### src/rtl/supply_guard_pkg.sv
package supply_guard_pkg;
  localparam int SYNC_STAGES = 2;
  localparam int NUM_FLAGS   = 2;
  localparam int IDX_HI      = 0;
  localparam int IDX_LO      = 1;

  typedef struct packed {
    logic armed;
    logic caught;
    logic por_n;
  } lock_state_t;
endpackage

### src/rtl/sg_flag_filter.sv
module sg_flag_filter #(
  parameter int STAGES     = 2,
  parameter int STABLE_CYC = 4
) (
  input  logic clk,
  input  logic rst,
  input  logic raw,
  output logic clean
);
  localparam int CW = $clog2(STABLE_CYC + 1);
  localparam logic [CW-1:0] LAST = CW'(STABLE_CYC - 1);

  logic [STAGES-1:0] sync_q;
  logic              cand_q;
  logic [CW-1:0]     cnt_q;
  logic              clean_q;

  always_ff @(posedge clk) begin
    if (rst) sync_q <= '0;
    else     sync_q <= {sync_q[STAGES-2:0], raw};
  end

  always_ff @(posedge clk) begin
    if (rst) begin
      cand_q  <= 1'b0;
      cnt_q   <= '0;
      clean_q <= 1'b0;
    end else if (sync_q[STAGES-1] != cand_q) begin
      cand_q <= sync_q[STAGES-1];
      cnt_q  <= '0;
    end else if (cnt_q != LAST) begin
      cnt_q <= cnt_q + 1'b1;
    end else begin
      clean_q <= cand_q;
    end
  end

  assign clean = clean_q;
endmodule

### src/rtl/sg_lock_core.sv
module sg_lock_core
  import supply_guard_pkg::*;
(
  input  logic clk,
  input  logic rst,
  input  logic hi_f,
  input  logic lo_f,
  output logic por_n,
  output logic lock_hold
);
  lock_state_t st_q, st_d;
  logic        lock_q, lock_d;
  logic        release_now;

  always_comb begin
    release_now  = hi_f & st_q.caught;
    st_d.por_n   = hi_f & (st_q.por_n | st_q.caught);
    st_d.armed   = release_now ? 1'b0 : (st_q.armed | ~lo_f);
    st_d.caught  = release_now ? 1'b0 : (st_q.caught | (st_q.armed & hi_f));
    lock_d       = ~st_d.por_n & hi_f & ~st_d.armed;
  end

  always_ff @(posedge clk) begin
    if (rst) begin
      st_q   <= '0;
      lock_q <= 1'b0;
    end else begin
      st_q   <= st_d;
      lock_q <= lock_d;
    end
  end

  assign por_n     = st_q.por_n;
  assign lock_hold = lock_q;
endmodule

### src/rtl/supply_guard.sv
module supply_guard
  import supply_guard_pkg::*;
#(
  parameter int STABLE_CYC = 4
) (
  input  logic clk,
  input  logic rst,
  input  logic above_hi,
  input  logic above_lo,
  output logic por_n,
  output logic lock_hold
);
  logic [NUM_FLAGS-1:0] raw_flags;
  logic [NUM_FLAGS-1:0] clean_flags;
  logic hi_f, lo_f;

  assign raw_flags[IDX_HI] = above_hi;
  assign raw_flags[IDX_LO] = above_lo;

  for (genvar g = 0; g < NUM_FLAGS; g++) begin : g_filt
    sg_flag_filter #(
      .STAGES     (SYNC_STAGES),
      .STABLE_CYC (STABLE_CYC)
    ) u_filt (
      .clk   (clk),
      .rst   (rst),
      .raw   (raw_flags[g]),
      .clean (clean_flags[g])
    );
  end

  assign hi_f = clean_flags[IDX_HI];
  assign lo_f = clean_flags[IDX_LO];

  sg_lock_core u_core (
    .clk       (clk),
    .rst       (rst),
    .hi_f      (hi_f),
    .lo_f      (lo_f),
    .por_n     (por_n),
    .lock_hold (lock_hold)
  );
endmodule

### config.mk
export PLATFORM = sky130hd
export DESIGN_NAME = supply_guard
export DESIGN_NICKNAME = d
export VERILOG_FILES = /design/src/rtl/supply_guard_pkg.sv /design/src/rtl/sg_flag_filter.sv /design/src/rtl/sg_lock_core.sv /design/src/rtl/supply_guard.sv
export SDC_FILE = /design/constraint.sdc
export NUM_CORES = 1
export LEC_CHECK = 0
export ABC_AREA = 0
export BUFFER_PORTS_ARGS = -buffer_cell sky130_fd_sc_hd__buf_4
export CORE_MARGIN = 1
export CORE_UTILIZATION = 47
export DETAILED_ROUTE_END_ITERATION = 10
export PLACE_DENSITY_LB_ADDON = 0.08
export REMOVE_ABC_BUFFERS = 1
export SYNTH_ARGS = -nofsm -noshare
export SYNTH_HDL_FRONTEND = slang
export SYNTH_SLANG_ARGS = --single-unit
### constraint.sdc
create_clock -name clk -period 1.4 [get_ports clk]
set_input_delay 0.14 -clock clk [delete_from_list [all_inputs] [get_ports clk]]
set_output_delay 0.14 -clock clk [all_outputs]
set_load 0.005 [all_outputs]
==> impl_summary.log <==
INFO  metric die-area = 1760 um2
INFO  metric yosysMostFrequentCell = dfxtp_1
INFO  metric critical_path.cell_chain = ha_1 > ha_1 > nor2b_1 > o32ai_2
INFO  metric finalNetCount = 81
INFO  metric regArea = about 360 um2
INFO  metric drive_gt1_frac = 0.208
INFO  metric grt_pass1_wl = 1540 um
INFO  metric flow.area_growth_from_synthesis = 9.53%
INFO  metric period_needed = 1.22 ns
INFO  metric drc = 0
INFO  metric placeableCoreArea = 1490 um2
INFO  metric maxSlewHeadroom = 0.792
INFO  metric layoutNonFillerInstCount = 88
INFO  metric antenna_diodes = 0
INFO  metric timing.critical_path.buf_inv = 0
INFO  metric gr-total-overflow = 0
INFO  metric ys_seq_elements = 18
INFO  metric async_reset_ff_frac = 0
INFO  metric utilization = 0.550
INFO  metric final_hold_viol_count = 0
INFO  metric synth_area_per_cell = about 12 um2
INFO  metric finalHoldWorstSlack = 0.0574 ns
INFO  metric clk_path_buf_depth = 2
INFO  metric rsz0062_at_grt = false
INFO  metric floorplan.die.width = 41.9 um
INFO  metric p_leak = 0.332 nW
INFO  metric total_wire_length = between 800 and 900 um
INFO  metric cap_viol_max_count = 0
INFO  metric timing_worst_setup_path_type = reg2reg
INFO  metric cts_tree = built
INFO  metric cts_made_buffers = 3
INFO  metric clkLatencyLatePin = 0.28 ns
INFO  metric post_drt_wl_per_cell = 9.93 um
INFO  metric cp_data_required_time = 1.60 ns
INFO  metric clock_skew = 0.000816 ns
INFO  metric clk_transition_reported_paths = ~0.090 ns
INFO  metric postCtsResizedCells = 0
INFO  metric fin_crit_sh = 0.872
INFO  metric grt_start_max_net_pins = 20
INFO  metric yosysWarningCount = 0
INFO  metric fin_tns_setup = 0 ns
INFO  metric io_buffer_count = 5
INFO  metric avgViaCountPerCell = 4.93
INFO  metric synth_enable_flop_cells = 0
INFO  metric startpoint_type = flop
INFO  metric dr_total_vias = 434
INFO  metric gpl.final_weighted_congestion = 0.629
INFO  metric die_height = 41.9 um
INFO  metric netlist.top_cell.by_area = dfxtp_1
INFO  metric drt_iter0_drc = 9
INFO  metric critPathSlowestCell = dfxtp_1
INFO  metric synthesis.area = 748 um2
INFO  metric cts_root_buf = clkbuf_4
INFO  metric commonest_cells_in_the_synthesized_netlist = 18 x dfxtp_1, 9 x nor2b_1, 5 x inv_1
INFO  metric boundaryPins = 6
INFO  metric status = finished clean
INFO  metric number_of_antenna_violations_at_the_first_check_in_global_routing = 0
INFO  metric yosys.cell_types.count = 18
INFO  metric detailed_place_hpwl = 625 um
INFO  metric placement_rows = 14
INFO  metric final_max_slew_viol_count = 0
INFO  metric postCtsSetupRepairBufs = 0
INFO  metric worst-slew-pin-transition = 0.311 ns
INFO  metric worst_path_dominant_cell_family = adder cells
INFO  metric irDropWorstVdd = 0.766 mV
INFO  metric multi_input_comb_area = 347 um2
INFO  metric ant_nets = 0
INFO  metric number_of_inserted_filler_cells_in_the_final_layout = 129
INFO  metric synth_top_cell_area_share = 0.482
INFO  metric most_common_flop_cell_mapped_by_yosys = dfxtp_1
INFO  metric cts_hold_buf = 0
INFO  metric holdCritPathClass = in2reg
INFO  metric timing.critical_path.to_type = flop
INFO  metric first_global_vias = roughly 400
INFO  metric critPathMaxFanout = 6
INFO  metric effective_utilization_at_floorplan = 0.503
INFO  metric globalRouteTotalUtil = 0.118
INFO  metric cts_sinks = 18
INFO  metric synth.yosys.seq_area_share = 0.482
INFO  metric critical_path.most_common_cell = ha_1
INFO  metric netlist_top_cells_area = dfxtp_1 48%, nor2b_1 7.5%, ha_1 6.7%
INFO  metric report.final.setup_viol = 0
INFO  metric powerDensity = approximately 1200 nW/um2
INFO  metric postSynthCellCount = 65
INFO  metric crit_arrival = 1.42 ns
INFO  metric dp_cells = 84
INFO  metric drt_first_pass_iters = 2
INFO  metric clock_tree.htree_level_count = 1
INFO  metric max_freq = 820 MHz
INFO  metric critical-path-max-stage-delay = 0.33 ns
==> power by group <==
group,leakage (nW),switching (W),internal [W]
registers,0.147,0.0000161,0.000542
logic,0.163,0.0000494,0.0000500
clock network,0.0210,0.000147,0.000158
==> cells in the final DEF, fill, tap and decap left out <==
cell type	Yosys	routed
dfxtp_1	18	18
buf_4	0	5
nand3b_1	1	1
mux2i_1	2	2
nand2b_1	3	3
nand2b_4	1	1
a2111oi_2	2	2
and2b_1	1	1
nor2b_1	9	9
inv_1	5	5
a221oi_1	1	1
a21oi_1	3	3
nor3_1	4	4
nor4b_4	1	1
clkbuf_8	0	1
xor2_1	4	4
ha_1	4	4
nor2_1	2	2
o32ai_2	2	2
clkbuf_4	0	3
==> cell type report <==
type                    count  area share
clock buffers               4      0.0443
inverters                   5      0.0229
multi-input cells          40       0.423
flip-flops and latches     18       0.440
well taps                  16      0.0244
repair buffers              5      0.0458
==> sequential cells by signal, summed over array words and instances (netlist names) <==
| name | cells |
|---|---|
| g_filt.u_filt.clean | 2 |
| g_filt.u_filt.cand_q | 2 |
| g_filt.u_filt.cnt_q | 6 |
| g_filt.u_filt.sync_q | 4 |
| u_core.st_q | 2 |
| u_core.lock_hold | 1 |
| u_core.por_n | 1 |
==> per-layer routing <==
metal	wire length (um)	share of wire	track usage
met1	461	0.53	0.138
met3	27	0.031	0.0522
met5	0	0	0
met4	13	0.015	0.0581
met2	372	0.43	0.184
==> per-stage QoR <==
stage,area (um2),power [W],setup slack (ns)
detailed placement,783,0.000672,0.191
floorplan,726,0.000644,0.247
global placement,783,0.000670,0.192
finish,820,0.000963,0.180
global route,820,0.00102,0.101
CTS,820,0.000984,0.167
==> final timing paths <==
check | startpoint | end | slack, ns | depth (start not counted)
max | g_filt[0].u_filt.cnt_q[0] | g_filt[0].u_filt.clean | 0.18 | 4
min | above_hi | g_filt[0].u_filt.sync_q[0] | 0.06 | 2
max reg2reg | g_filt[0].u_filt.cnt_q[0] | g_filt[0].u_filt.clean | 0.18 | 4
min reg2reg | g_filt[0].u_filt.sync_q[0] | g_filt[0].u_filt.sync_q[1] | 0.45 | 1
==> logic make-up (layout without fill, tap and decap cells) <==
logic type	Yosys count	after routing	synth area share
simple gates	22	22	0.207
flops	18	18	0.482
compound gates	8	8	0.115
buf+inv	7	14	0.0552
fa+ha+maj	4	4	0.0669
xor+xnor	4	4	0.0468
mux	2	2	0.0268
(Power assumes the default switching activity.)
